`config.mk`:
```
export PLATFORM = sky130hd
export DESIGN_NAME = rx_lock_conceal
export DESIGN_NICKNAME = d
export VERILOG_FILES = /design/src/rtl/rxlc_pkg.sv /design/src/rtl/rxlc_lock_qual.sv /design/src/rtl/rxlc_err_stretch.sv /design/src/rtl/rxlc_conceal.sv /design/src/rtl/rx_lock_conceal.sv
export SDC_FILE = /design/constraint.sdc
export NUM_CORES = 1
export LEC_CHECK = 0
export BUFFER_PORTS_ARGS = -buffer_cell sky130_fd_sc_hd__buf_2
export CORE_MARGIN = 2
export CORE_UTILIZATION = 50
export CTS_BUF_LIST = sky130_fd_sc_hd__clkbuf_4 sky130_fd_sc_hd__clkbuf_8
export DETAILED_ROUTE_END_ITERATION = 16
export PLACE_DENSITY = 0.82
export SLEW_MARGIN = 15
export SYNTH_ARGS = -nofsm -noshare
export SYNTH_HDL_FRONTEND = slang
export SYNTH_SLANG_ARGS = --single-unit
```
`constraint.sdc`:
```
create_clock -name clk_i -period 2.5 [get_ports clk_i]
set_input_delay 0.5 -clock clk_i [delete_from_list [all_inputs] [get_ports clk_i]]
set_output_delay 0.5 -clock clk_i [all_outputs]
set_load 0.02 [all_outputs]
```
`src/rtl/rxlc_pkg.sv`:
```
package rxlc_pkg;
  typedef enum logic {
    CH_LEFT  = 1'b0,
    CH_RIGHT = 1'b1
  } chan_e;
  localparam int unsigned NUM_CH = 2;
endpackage

```
`src/rtl/rxlc_lock_qual.sv`:
```
module rxlc_lock_qual #(
  parameter int unsigned LOCK_FRAMES   = 2,
  parameter int unsigned UNLOCK_FRAMES = 2
) (
  input  logic clk_i,
  input  logic rst_ni,
  input  logic force_i,
  input  logic frame_i,
  input  logic pre_ok_i,
  output logic lock_o,
  output logic fall_o
);
  localparam int unsigned GW = $clog2(LOCK_FRAMES + 1);
  localparam int unsigned BW = $clog2(UNLOCK_FRAMES + 1);

  logic [GW-1:0] good_q, good_d;
  logic [BW-1:0] bad_q, bad_d;
  logic          lock_q, lock_d, fall_q;

  always_comb begin
    good_d = good_q;
    bad_d  = bad_q;
    lock_d = lock_q;
    if (force_i) begin
      good_d = '0;
      bad_d  = '0;
      lock_d = 1'b0;
    end else if (frame_i) begin
      if (pre_ok_i) begin
        bad_d = '0;
        if (!lock_q) begin
          if (good_q == GW'(LOCK_FRAMES - 1)) begin
            lock_d = 1'b1;
            good_d = '0;
          end else begin
            good_d = good_q + 1'b1;
          end
        end
      end else begin
        good_d = '0;
        if (lock_q) begin
          if (bad_q == BW'(UNLOCK_FRAMES - 1)) begin
            lock_d = 1'b0;
            bad_d  = '0;
          end else begin
            bad_d = bad_q + 1'b1;
          end
        end
      end
    end
  end

  always_ff @(posedge clk_i or negedge rst_ni) begin
    if (!rst_ni) begin
      good_q <= '0;
      bad_q  <= '0;
      lock_q <= 1'b0;
      fall_q <= 1'b0;
    end else begin
      good_q <= good_d;
      bad_q  <= bad_d;
      lock_q <= lock_d;
      fall_q <= lock_q & ~lock_d;
    end
  end

  assign lock_o = lock_q;
  assign fall_o = fall_q;
endmodule

```
`src/rtl/rxlc_err_stretch.sv`:
```
module rxlc_err_stretch #(
  parameter int unsigned HOLD_FRAMES = 12288
) (
  input  logic clk_i,
  input  logic rst_ni,
  input  logic force_i,
  input  logic lock_i,
  input  logic frame_i,
  input  logic bad_i,
  output logic error_o
);
  localparam int unsigned CW = $clog2(HOLD_FRAMES + 1);

  logic [CW-1:0] cnt_q;

  always_ff @(posedge clk_i or negedge rst_ni) begin
    if (!rst_ni) begin
      cnt_q <= CW'(HOLD_FRAMES);
    end else if (force_i || !lock_i || bad_i) begin
      cnt_q <= CW'(HOLD_FRAMES);
    end else if (frame_i && cnt_q != '0) begin
      cnt_q <= cnt_q - 1'b1;
    end
  end

  assign error_o = (cnt_q != '0);
endmodule

```
`src/rtl/rxlc_conceal.sv`:
```
module rxlc_conceal
  import rxlc_pkg::*;
#(
  parameter int unsigned SAMPLE_W    = 24,
  parameter int unsigned CONCEAL_MAX = 8
) (
  input  logic                clk_i,
  input  logic                rst_ni,
  input  logic                mute_i,
  input  logic                sub_i,
  input  logic                chan_i,
  input  logic                par_ok_i,
  input  logic [SAMPLE_W-1:0] sample_i,
  output logic [SAMPLE_W-1:0] sample_o,
  output logic                vld_o
);
  localparam int unsigned RW = $clog2(CONCEAL_MAX + 2);

  logic [RW-1:0]       run_q;
  logic [SAMPLE_W-1:0] last_q [NUM_CH];
  logic [SAMPLE_W-1:0] out_q;
  logic                vld_q;

  // per-channel last-good registers
  for (genvar c = 0; c < NUM_CH; c++) begin : g_last
    always_ff @(posedge clk_i or negedge rst_ni) begin
      if (!rst_ni)                                            last_q[c] <= '0;
      else if (mute_i)                                        last_q[c] <= '0;
      else if (sub_i && par_ok_i && chan_i == 1'(c))          last_q[c] <= sample_i;
    end
  end

  always_ff @(posedge clk_i or negedge rst_ni) begin
    if (!rst_ni) begin
      run_q <= '0;
      out_q <= '0;
      vld_q <= 1'b0;
    end else begin
      vld_q <= sub_i;
      if (mute_i) begin
        run_q <= '0;
        if (sub_i) out_q <= '0;
      end else if (sub_i) begin
        if (par_ok_i) begin
          run_q <= '0;
          out_q <= sample_i;
        end else if (run_q < RW'(CONCEAL_MAX)) begin
          run_q <= run_q + 1'b1;
          out_q <= last_q[chan_i];
        end else begin
          run_q <= RW'(CONCEAL_MAX + 1);
          out_q <= '0;
        end
      end
    end
  end

  assign sample_o = out_q;
  assign vld_o    = vld_q;
endmodule

```
`src/rtl/rx_lock_conceal.sv`:
```
module rx_lock_conceal #(
  parameter int unsigned SAMPLE_W      = 24,
  parameter int unsigned LOCK_FRAMES   = 2,
  parameter int unsigned UNLOCK_FRAMES = 2,
  parameter int unsigned HOLD_FRAMES   = 12288,
  parameter int unsigned CONCEAL_MAX   = 8
) (
  input  logic                clk_i,
  input  logic                rst_ni,
  input  logic                run_i,
  input  logic                stop_i,
  input  logic                analog_i,
  input  logic                frame_i,
  input  logic                pre_ok_i,
  input  logic                sub_i,
  input  logic                chan_i,
  input  logic                par_ok_i,
  input  logic [SAMPLE_W-1:0] sample_i,
  output logic                lock_o,
  output logic                error_o,
  output logic [SAMPLE_W-1:0] sample_o,
  output logic                sample_vld_o,
  output logic                cs_clr_o
);
  logic force_s;
  logic lock_s;

  assign force_s = ~run_i | stop_i | analog_i;

  rxlc_lock_qual #(
    .LOCK_FRAMES  (LOCK_FRAMES),
    .UNLOCK_FRAMES(UNLOCK_FRAMES)
  ) u_lock (
    .clk_i   (clk_i),
    .rst_ni  (rst_ni),
    .force_i (force_s),
    .frame_i (frame_i),
    .pre_ok_i(pre_ok_i),
    .lock_o  (lock_s),
    .fall_o  (cs_clr_o)
  );

  rxlc_err_stretch #(
    .HOLD_FRAMES(HOLD_FRAMES)
  ) u_err (
    .clk_i  (clk_i),
    .rst_ni (rst_ni),
    .force_i(force_s),
    .lock_i (lock_s),
    .frame_i(frame_i),
    .bad_i  (sub_i & ~par_ok_i),
    .error_o(error_o)
  );

  rxlc_conceal #(
    .SAMPLE_W   (SAMPLE_W),
    .CONCEAL_MAX(CONCEAL_MAX)
  ) u_conceal (
    .clk_i   (clk_i),
    .rst_ni  (rst_ni),
    .mute_i  (force_s | ~lock_s),
    .sub_i   (sub_i),
    .chan_i  (chan_i),
    .par_ok_i(par_ok_i),
    .sample_i(sample_i),
    .sample_o(sample_o),
    .vld_o   (sample_vld_o)
  );

  assign lock_o = lock_s;
endmodule

```
==> results.md, run 1 <==
| Result | Value |
|---|---|
| Outcome | finished, final reports clean |
| Total design power | 0.00274 W |
| Synthesis-stage register bit count | 97 |
| Clock sink count | 97 |
| Share of flip-flops with an asynchronous set or reset after synthesis | 1.00 |
| Post-route worst setup slack | 182 ps |
| Area delta synth->final | 13.7% |
| Synthesized area per cell | 9.52 um^2 |
| Fmax | 431 MHz |
| Total setup violations reported at the end of the flow | 0 |
| Sequential cell area fraction in the yosys report | 0.530 |
| Kind of start point of the critical path | flip-flop |
| Dominant cells by area after synthesis | dfrtp_1 (52%), nand2_1 (8.7%), a21oi_1 (6.7%) |
| Synth warn | 0 |
| Wire length of the first global-routing pass | 18100 um |
| DR DRC count | 0 |
| Critical path data arrival time | 1820 ps |
| Relative slew slack | 0.553 |
| Final ANT Viol Nets | 0 |
| Iteration-0 DRC Markers | 195 |
| Die W | 99.8 um |
| Die Y-Extent | 99.8 um |
| Number of cell rows | 34 |
| Kind of capture point of the worst setup path | output pin |
| Power Dens Cells | 526 nW/um^2 |
| Die outline area | 9960 um^2 |
| Detailed-routing iteration count for the pre-antenna-repair pass | 5 |
| Worst vdd rail ir drop | 332 uV |
| Net count after synthesis | 518 |
| Count of pins over their slew limit | 0 |
| CTS tree | done |
| Tmin final | 2320 ps |
| Top-area cell type share of the netlist area | 0.518 |
| Overall via count from detail_route | 3767 |
| Insertion delay of the later-clocked pin in the worst-skew pair | 370 ps |
| Port buffer count | 61 |
| Number of hold violations in the final report | 0 |
| Most area-hungry cell type in the Yosys netlist | dfrtp_1 |
| Worst min-delay path category | input port to asynchronous set/reset pin |
| Core area | 8810 um^2 |
| Count of max-cap constraint violations | 0 |
| Top-level port count | 62 |
| Clock root buffer | clkbuf_8 |
| Global Route Usage Sum | 0.228 |
| Fraction of layout instances using a drive strength above 1 | 0.207 |
| Layout Nets | 572 |
| Clock transition at the register clock pins on the worst setup and hold paths after CTS | 100 ps |
| Most common flop cell mapped by yosys | dfrtp_1 |
| Total detailed-routing wirelength | 10800 um |
| Effective utilization at floorplan | 0.521 |
| TritonCTS buffer count | 9 |
| Routed wire length per instance | 16.7 um |
| Initial antenna violation count | 0 |
| Fill cell instance count of the final layout | 764 |
| Vias in the first global route | 3748 |
| Least-Margin Pin Slew | 670 ps |
| Worst-path maximum fanout | 7 |
| Number of vias per cell after detailed routing | 5.80 |
| Setup WS pre-CTS | 530 ps |
| Largest net degree at the start of global routing | 53 |
| Count of cell types in the netlist | 51 |
| Post-route clock skew | 13.1 ps |
| RSZ-0062 raised after global routing | false |
| Number of buffers on the longest clock path | 2 |
| TNS Setup | 0 ps |
| Mapped Area | 4590 um^2 |
| H-tree levels | 3 |
| Final weighted congestion of routability-driven global placement | 0.830 |
| Synth Instances | 482 |
| Critical path start-end classification | flip-flop to output pin |
| Period utilisation layout | 0.927 |
| Diode count | 0 |
| Post-synth EDFFs | 0 |
| Static Leak | 2.36 nW |
| Detailed-placement wirelength estimate | 7220 um |
| Required @ worst endpoint | 2000 ps |
| Total global routing overflow | 0 |
## critical path: stages, from the launching register on
cell	delay, ps
dfrtp_1	430
inv_1	100
ha_1	210
nor3b_4	330
nand4_1	170
buf_2	210
## cells by family after synthesis
| logic type | synth area share |
|---|---|
| and+or+nand+nor | 0.164 |
| muxes | 0.0611 |
| DFF | 0.530 |
| adders and majority gates | 0.00545 |
| xor gates and xnor gates | 0.00191 |
| AOI/OAI and AO/OA | 0.181 |
| buffers and inverters | 0.0564 |
## path summary, 6_finish.rpt
check,end,cells past startpoint,startpoint,slack (ps)
max,error_o,5,u_err.cnt_q[0],180
min,u_err.cnt_q[9],1,rst_ni,120
max reg2reg,u_err.cnt_q[9],6,u_err.cnt_q[0],570
min reg2reg,u_lock.good_q[1],2,u_lock.good_q[1],510
max in group asynchronous,u_conceal.last_q[39],2,rst_ni,1750
min in group clk_i,u_conceal.last_q[33],3,sample_i[9],380
## layer usage
| metal | vias up | share of wire | track usage |
|---|---|---|---|
| met1 | 1858 | 0.43 | 0.295 |
| met2 | 112 | 0.50 | 0.388 |
| met3 | 7 | 0.058 | 0.0571 |
| met4 | 0 | 0.0082 | 0.0558 |
| met5 | - | 0 | 0 |
| li1 | 1790 | - | - |
## per-stage QoR
| step | instances | hold slack (ps) | cell area [um^2] | utilization |
|---|---|---|---|---|
| 2_1_floorplan | 482 | 204 | 4590 | - |
| 3_3_place_gp | 633 | 480 | 5030 | 0.571 |
| 3_5_place_dp | 633 | 496 | 5030 | 0.571 |
| 4_1_cts | 649 | 136 | 5210 | 0.592 |
| 5_1_grt | 649 | 158 | 5220 | 0.592 |
| 6_report | 649 | 123 | 5220 | 0.592 |
## cells in the mapped netlist (3+ instances only)
cell and count:
buf_1 3, nand3_1 5, o31ai_1 3, nand2_1 106, mux2_2 11, a22oi_1 25, nand2b_1 4, clkbuf_1 23
nand4_1 3, dfrtp_1 95, o22ai_1 24, o21ai_0 7, or3_1 3, inv_1 31, o41ai_1 3, nor2_1 10
mux2_1 13, or4_1 4, buf_2 6, a21oi_1 61
## what timing repair did
item	4_1_cts	5_1_grt
hold buffers	0	0
setup endpoints to repair	0	1
buffers inserted	0	0
gates resized for setup	0	1
hold endpoints to repair	0	0
## flip-flops by register name (all words and copies together) (netlist names)
| signal | count |
|---|---|
| u_conceal.last_q | 48 |
| u_conceal.run_q | 4 |
| u_conceal.sample_o | 24 |
| u_conceal.vld_o | 1 |
| u_err.cnt_q | 14 |
| u_lock.bad_q | 2 |
| u_lock.fall_o | 1 |
| u_lock.good_q | 2 |
| u_lock.lock_o | 1 |
## area by class of cell
type	count	area, um^2	area share
clock buffer	9	124	0.0237
timing repair buffer	76	433	0.0830
tap	108	135	0.0259
multi-input combinational	320	1920	0.367
clock inverter	7	58.8	0.0113
sequential	97	2430	0.466
inverter	32	120	0.0230
## report_power, final
group,switching [W],internal [W],leakage [nW]
combinational,0.000140,0.0000699,0.918
clock,0.000582,0.000379,0.0925
sequential,0.000000699,0.00157,1.35
## cell usage in the layout (no fill, tap or decap), types with 4 or more instances in the layout
master    synthesis  final
nand3_1           5      5
inv_1            31     31
a21oi_1          61     61
buf_2             6     60
dfrtp_1          95     95
nand2_1         106    106
mux2_1           13     13
mux2_2           11     11
or4_1             4      4
nand2b_1          4      4
o21ai_0           7      7
buf_4             0     15
clkbuf_8          0      9
a22oi_1          25     25
nor2_1           10      8
o22ai_1          24     24
Power figures use the tool's default switching activity.
==> run 2, diff against run 1 <==
- RECOVER_POWER: default -> 50
==> results.md, run 2 (synthesis gave the netlist of run 1 again) <==
| Result | Value | Delta |
|---|---|---|
| CTS tree | done | unchanged |
| Worst-path maximum fanout | 7 | unchanged |
| Tmin final | 2300 ps | was 2320 ps |
| Post-route clock skew | 13.8 ps | was 13.1 ps |
| Footprint of the multi-input gates | 1920 um^2 | unchanged |
| Critical path data arrival time | 1800 ps | was 1820 ps |
| Total global routing overflow | 0 | unchanged |
| Flip-flop count of the largest register, all copies and words added | 48 | unchanged |
| Worst min-delay path category | input port to asynchronous set/reset pin | unchanged |
| Detailed-placement wirelength estimate | 7220 um | unchanged |
| Placed instance count | 633 | unchanged |
| Top-level port count | 62 | unchanged |
| Kind of start point of the critical path | flip-flop | unchanged |
| Most common cell after layout, fill and taps aside | nand2_1 | unchanged |
| Clock network fraction of total power | 0.351 | about the same |
| Switch share | 0.263 | was 0.264 |
| Layout Nets | 572 | unchanged |
| Number of hold violations in the final report | 0 | unchanged |
| Area delta synth->final | 13.0% | was 13.7% |
| DR DRC count | 0 | unchanged |
| Relative slew slack | 0.260 | was 0.553 |
| Number of vias per cell after detailed routing | 5.78 | was 5.80 |
| Register-to-register setup slack | 570 ps | about the same |
| Wire length of the first global-routing pass | 18100 um | unchanged |
| Critical path start-end classification | flip-flop to output pin | unchanged |
| Required @ worst endpoint | 2000 ps | about the same |
| Initial antenna violation count | 0 | unchanged |
| Startpoint of the most critical register-to-register path | u_err.cnt_q[0] | unchanged |
| Effective utilization at floorplan | 0.521 | unchanged |
| Number of cell rows | 34 | unchanged |
| Total design power | 0.00273 W | was 0.00274 W |
| Iteration-0 DRC Markers | 171 | was 195 |
| Clock sink count | 97 | unchanged |
| Static Leak | 2.32 nW | was 2.36 nW |
| H-tree levels | 3 | unchanged |
| RSZ-0062 raised after global routing | false | unchanged |
| Number of buffers on the longest clock path | 2 | unchanged |
| Die Y-Extent | 99.8 um | unchanged |
| Core Util, Final | 0.589 | was 0.592 |
| R2R cell count | 6 | unchanged |
| Total setup violations reported at the end of the flow | 0 | unchanged |
| Clock root buffer | clkbuf_8 | unchanged |
| Sequential cell area in the final layout | 2430 um^2 | unchanged |
| Post-route cell area | 5180 um^2 | was 5220 um^2 |
| Internal power of the cells | 0.00201 W | was 0.00202 W |
| Instance area after placement | 5030 um^2 | unchanged |
| Global Route Usage Sum | 0.228 | unchanged |
| Net load switching power | 0.000719 W | was 0.000723 W |
| Power Dens Cells | 527 nW/um^2 | was 526 nW/um^2 |
| Share of total power in sequential cells | 0.575 | was 0.573 |
| Worst R2R End | u_err.cnt_q[9] | unchanged |
| Final ANT Viol Nets | 0 | unchanged |
| Final weighted congestion of routability-driven global placement | 0.830 | unchanged |
| Fraction of layout instances using a drive strength above 1 | 0.194 | was 0.207 |
| Period utilisation layout | 0.919 | was 0.927 |
| Kind of capture point of the worst setup path | output pin | unchanged |
| Worst vdd rail ir drop | 331 uV | was 332 uV |
| Die W | 99.8 um | unchanged |
| Fill cell instance count of the final layout | 770 | was 764 |
| TNS Setup | 0 ps | unchanged |
| Overall via count from detail_route | 3752 | was 3767 |
| Largest net degree at the start of global routing | 53 | unchanged |
| Insertion delay of the later-clocked pin in the worst-skew pair | 370 ps | about the same |
| Count of max-cap constraint violations | 0 | unchanged |
| Clock transition at the register clock pins on the worst setup and hold paths after CTS | 100 ps | about the same |
| Least-Margin Pin Slew | 1110 ps | was 670 ps |
| Fmax | 435 MHz | was 431 MHz |
| Portion of total power attributed to combinational logic | 0.075 | was 0.077 |
| Detailed-routing iteration count for the pre-antenna-repair pass | 5 | unchanged |
| Leading cell types in the layout, fill and taps excluded | nand2_1 (106), dfrtp_1 (95), a21oi_1 (61) | unchanged |
| Total detailed-routing wirelength | 10700 um | was 10800 um |
| TritonCTS buffer count | 9 | unchanged |
| Routed wire length per instance | 16.6 um | was 16.7 um |
| Port buffer count | 61 | unchanged |
| Vias in the first global route | 3748 | unchanged |
| Largest Register | u_conceal.last_q | unchanged |
| Die outline area | 9960 um^2 | unchanged |
| Core area | 8810 um^2 | unchanged |
| Outcome | finished, final reports clean | unchanged |
| Hold Buf Count CTS | 0 | unchanged |
| Number of standard cells in the layout, taps in and fillers out | 649 | unchanged |
| Diode count | 0 | unchanged |
| Count of pins over their slew limit | 0 | unchanged |
run 2: changes by cell type in the layout (fill, tap and decap cells not counted), sizes merged:
cell    change
clkbuf     +10
buf        -10
run 2: metal layers:
metal | track usage | part of all wire
met2 | 0.388 | 0.50
met1 | 0.295 | 0.44
met3 | 0.0571 | 0.051
met5 | 0 | 0
met4 | 0.0558 | 0.012
run 2: critical path, cell delays in order (launching register included):
cell and delay (ps):
dfrtp_1 430, inv_1 100, ha_1 210, nor3b_4 330, nand4_1 160, buf_2 210
run 2: worst max-delay path by stage:
stage	from	endpoint	slack, ps	cells past startpoint
after floorplan	u_err.cnt_q[0]	u_err.cnt_q[5]	690	7
after global placement	chan_i	u_conceal.sample_o[5]	590	5
after detailed placement	u_err.cnt_q[0]	error_o	530	5
after CTS	u_err.cnt_q[0]	error_o	120	5
after global routing	u_err.cnt_q[0]	error_o	60	5
final	u_err.cnt_q[0]	error_o	200	5
run 2: layout make-up:
type                    count  area share
clock buffers               9      0.0239
clock inverters             7      0.0113
inverters                  32      0.0232
multi-input cells         320       0.370
flip-flops and latches     97       0.469
well taps                 108      0.0261
repair buffers             76      0.0770
run 2: stage by stage:
stage                     hold WS (ps)  setup slack [ps]
after floorplan                    204               690
after global placement             480               586
after detailed placement           496               530
after CTS                          136               122
after global routing               364              56.0
final                              316               201
run 2: power groups by stage:
| stage | Clock (W) | Combinational [W] | Sequential (W) |
|---|---|---|---|
| 2_1_floorplan | 0 | 0.0000969 | 0.00160 |
| 3_5_place_dp | 0 | 0.000211 | 0.00160 |
| 4_1_cts | 0.000981 | 0.000211 | 0.00157 |
| 6_report | 0.000958 | 0.000204 | 0.00157 |
| 3_3_place_gp | 0 | 0.000206 | 0.00160 |
| 5_1_grt | 0.00105 | 0.000226 | 0.00157 |
run 2: repair_timing:
| action | CTS | global route |
|---|---|---|
| setup endpoints to repair | 0 | 1 |
| hold endpoints to repair | 0 | 0 |
| setup buffers | 0 | 0 |
| resized for setup | 0 | 1 |
==> run 3, diff against run 2 <==
- clock period: 2.5 -> 2.55 ns (I/O delays scaled with it)
==> results.md, run 3 (synthesis gave the netlist of run 1 again) <==
| Result | Value | Delta |
|---|---|---|
| Die W | 99.8 um | unchanged |
| Buffer count from post-CTS setup fixing | 0 | unchanged |
| Most common cell after layout, fill and taps aside | nand2_1 | unchanged |
| Post-route clock skew | 7.72 ps | was 13.8 ps |
| Period utilisation layout | 0.910 |  |
| Worst min-delay path category | input port to flip-flop | was input port to asynchronous set/reset pin |
| Overall via count from detail_route | 3770 | was 3752 |
| Number of hold violations in the final report | 0 | unchanged |
| Die Y-Extent | 99.8 um | unchanged |
| Fill cell instance count of the final layout | 766 | was 770 |
| Critical path start-end classification | flip-flop to output pin | unchanged |
| Kind of capture point of the worst setup path | output pin | unchanged |
| Total detailed-routing wirelength | 10800 um | was 10700 um |
| Leading cell types in the layout, fill and taps excluded | nand2_1 (106), dfrtp_1 (95), a21oi_1 (61) | unchanged |
| Flip-flop count of the largest register, all copies and words added | 48 | unchanged |
| Worst R2R End | u_err.cnt_q[5] | was u_err.cnt_q[9] |
| Number of standard cells in the layout, taps in and fillers out | 643 | was 649 |
| Violated checks | capacitance limit |  |
| Placed instance count | 628 | was 633 |
| Worst path max stage delay | 430 ps | about the same |
| Count of pins over their slew limit | 0 | unchanged |
| Layout Nets | 567 | was 572 |
| DR DRC count | 0 | unchanged |
| Insertion delay of the later-clocked pin in the worst-skew pair | 370 ps | about the same |
| Global Route Usage Sum | 0.226 | was 0.228 |
| Largest net degree at the start of global routing | 73 | was 53 |
| Total global routing overflow | 0 | unchanged |
| Routed wire length per instance | 16.7 um | was 16.6 um |
| Worst-path maximum fanout | 7 | unchanged |
| Detailed-routing iteration count for the pre-antenna-repair pass | 5 | unchanged |
| Worst Setup SP | u_err.cnt_q[0] | unchanged |
| Clock transition at the register clock pins on the worst setup and hold paths after CTS | 90 ps | was 100 ps |
| Instance area after placement | 4990 um^2 | was 5030 um^2 |
| Wire length of the first global-routing pass | 17800 um | was 18100 um |
| Effective utilization at floorplan | 0.521 | unchanged |
| TNS Setup | 0 ps | unchanged |
| Relative slew slack | 0.00569 | was 0.260 |
| Count of max-cap constraint violations | 1 | was 0 |
| Initial antenna violation count | 0 | unchanged |
| Top-level port count | 62 | unchanged |
| Largest Register | u_conceal.last_q | unchanged |
| Worst-path cell chain | inv_1 -> ha_1 -> nor3b_4 -> nand4_1 -> buf_2 | unchanged |
| Core area | 8810 um^2 | unchanged |
| Number of cell rows | 34 | unchanged |
| R2R cell count | 6 | unchanged |
| CP top delay family | simple AND/OR/NAND/NOR gates | unchanged |
| Area delta synth->final | 13.0% | about the same |
| Power Dens Cells | 533 nW/um^2 | was 527 nW/um^2 |
| Fmax | 431 MHz |  |
| Final weighted congestion of routability-driven global placement | 0.859 | was 0.830 |
| Kind of start point of the critical path | flip-flop | unchanged |
| Required @ worst endpoint | 2040 ps | was 2000 ps |
| Vias in the first global route | 3682 | was 3748 |
| Register-to-register setup slack | 630 ps | was 570 ps |
| Worst vdd rail ir drop | 258 uV | was 331 uV |
| RSZ-0062 raised after global routing | false | unchanged |
| Tmin final | 2320 ps |  |
| Standard cell with the maximum stage delay on the critical path | dfrtp_1 | unchanged |
| Count of cell instances traversed by the critical path | 5 | unchanged |
| Diode count | 0 | unchanged |
| Final ANT Viol Nets | 0 | unchanged |
| Number of buffers on the longest clock path | 2 | unchanged |
| Critical path data arrival time | 1810 ps | was 1800 ps |
| Clock sink count | 97 | unchanged |
| Total setup violations reported at the end of the flow | 0 | unchanged |
| Static Leak | 2.30 nW | was 2.32 nW |
| Capture point of the critical path | error_o | unchanged |
| Iteration-0 DRC Markers | 309 | was 171 |
| Outcome | finished, violations left | was finished, final reports clean |
| Post-route cell area | 5180 um^2 | about the same |
| Least-Margin Pin Slew | 1490 ps | was 1110 ps |
| Fraction of layout instances using a drive strength above 1 | 0.179 | was 0.194 |
| CTS tree | done | unchanged |
| Clock root buffer | clkbuf_8 | unchanged |
| TritonCTS buffer count | 9 | unchanged |
| Die outline area | 9960 um^2 | unchanged |
| Number of vias per cell after detailed routing | 5.86 | was 5.78 |
| H-tree levels | 3 | unchanged |
| Port buffer count | 61 | unchanged |
| Startpoint of the most critical register-to-register path | u_err.cnt_q[0] | unchanged |
| Worst Path Buf+Inv | 2 | unchanged |
| Detailed-placement wirelength estimate | 7100 um | was 7220 um |
-- run 3: how the worst min path moves through the flow --
| stage | cells past startpoint | start | end | slack [ps] |
|---|---|---|---|---|
| after floorplan | 0 | rst_ni | u_conceal.last_q[0] | 210 |
| after global placement | 1 | rst_ni | u_err.cnt_q[9] | 440 |
| after detailed placement | 1 | rst_ni | u_err.cnt_q[9] | 450 |
| after CTS | 1 | rst_ni | u_err.cnt_q[9] | 50 |
| after global routing | 3 | sample_i[19] | u_conceal.last_q[43] | 380 |
| final | 3 | sample_i[19] | u_conceal.last_q[19] | 390 |
-- run 3: layer usage --
layer,routed length (um),part of all wire,GRT usage
met1,4530,0.42,0.295
met4,169,0.016,0.0896
met3,703,0.065,0.0515
met2,5350,0.50,0.370
met5,0,0,0
-- run 3: layout make-up --
| cell class | count | area, um^2 | area share |
|---|---|---|---|
| flip-flops and latches | 97 | 2430 | 0.469 |
| multi-input cells | 320 | 1920 | 0.369 |
| repair buffers | 71 | 380 | 0.0734 |
| clock buffers | 13 | 166 | 0.0321 |
| well taps | 108 | 135 | 0.0261 |
| inverters | 32 | 120 | 0.0232 |
| clock inverters | 2 | 37.5 | 0.00724 |
-- run 3: what timing repair did --
| item | CTS | global route |
|---|---|---|
| resized for setup | 0 | 1 |
| hold buffers | 0 | 0 |
| endpoints found under the setup margin | 0 | 1 |
-- run 3: tightest hold or removal path, stage by stage --
cell	delay, ps
buf_2	110
nand2_1	50
a21oi_1	50
-- run 3: per-stage QoR --
stage                     hold WS (ps)  power (W)  setup WS (ps)  utilization
after floorplan                    214    0.00167            740            -
after global placement             443    0.00176            451        0.567
after detailed placement           448    0.00177            356        0.567
after CTS                         48.6    0.00279            165        0.590
after global routing               382    0.00287           80.6        0.589
final                              393    0.00276            230        0.589
-- run 3: where the power goes --
group	total [W]	leakage, nW	switching [W]	internal [W]
Clock	0.00103	0.103	0.000502	0.000524
Sequential	0.00154	1.35	0.000000735	0.00154
Combinational	0.000198	0.856	0.000135	0.0000626
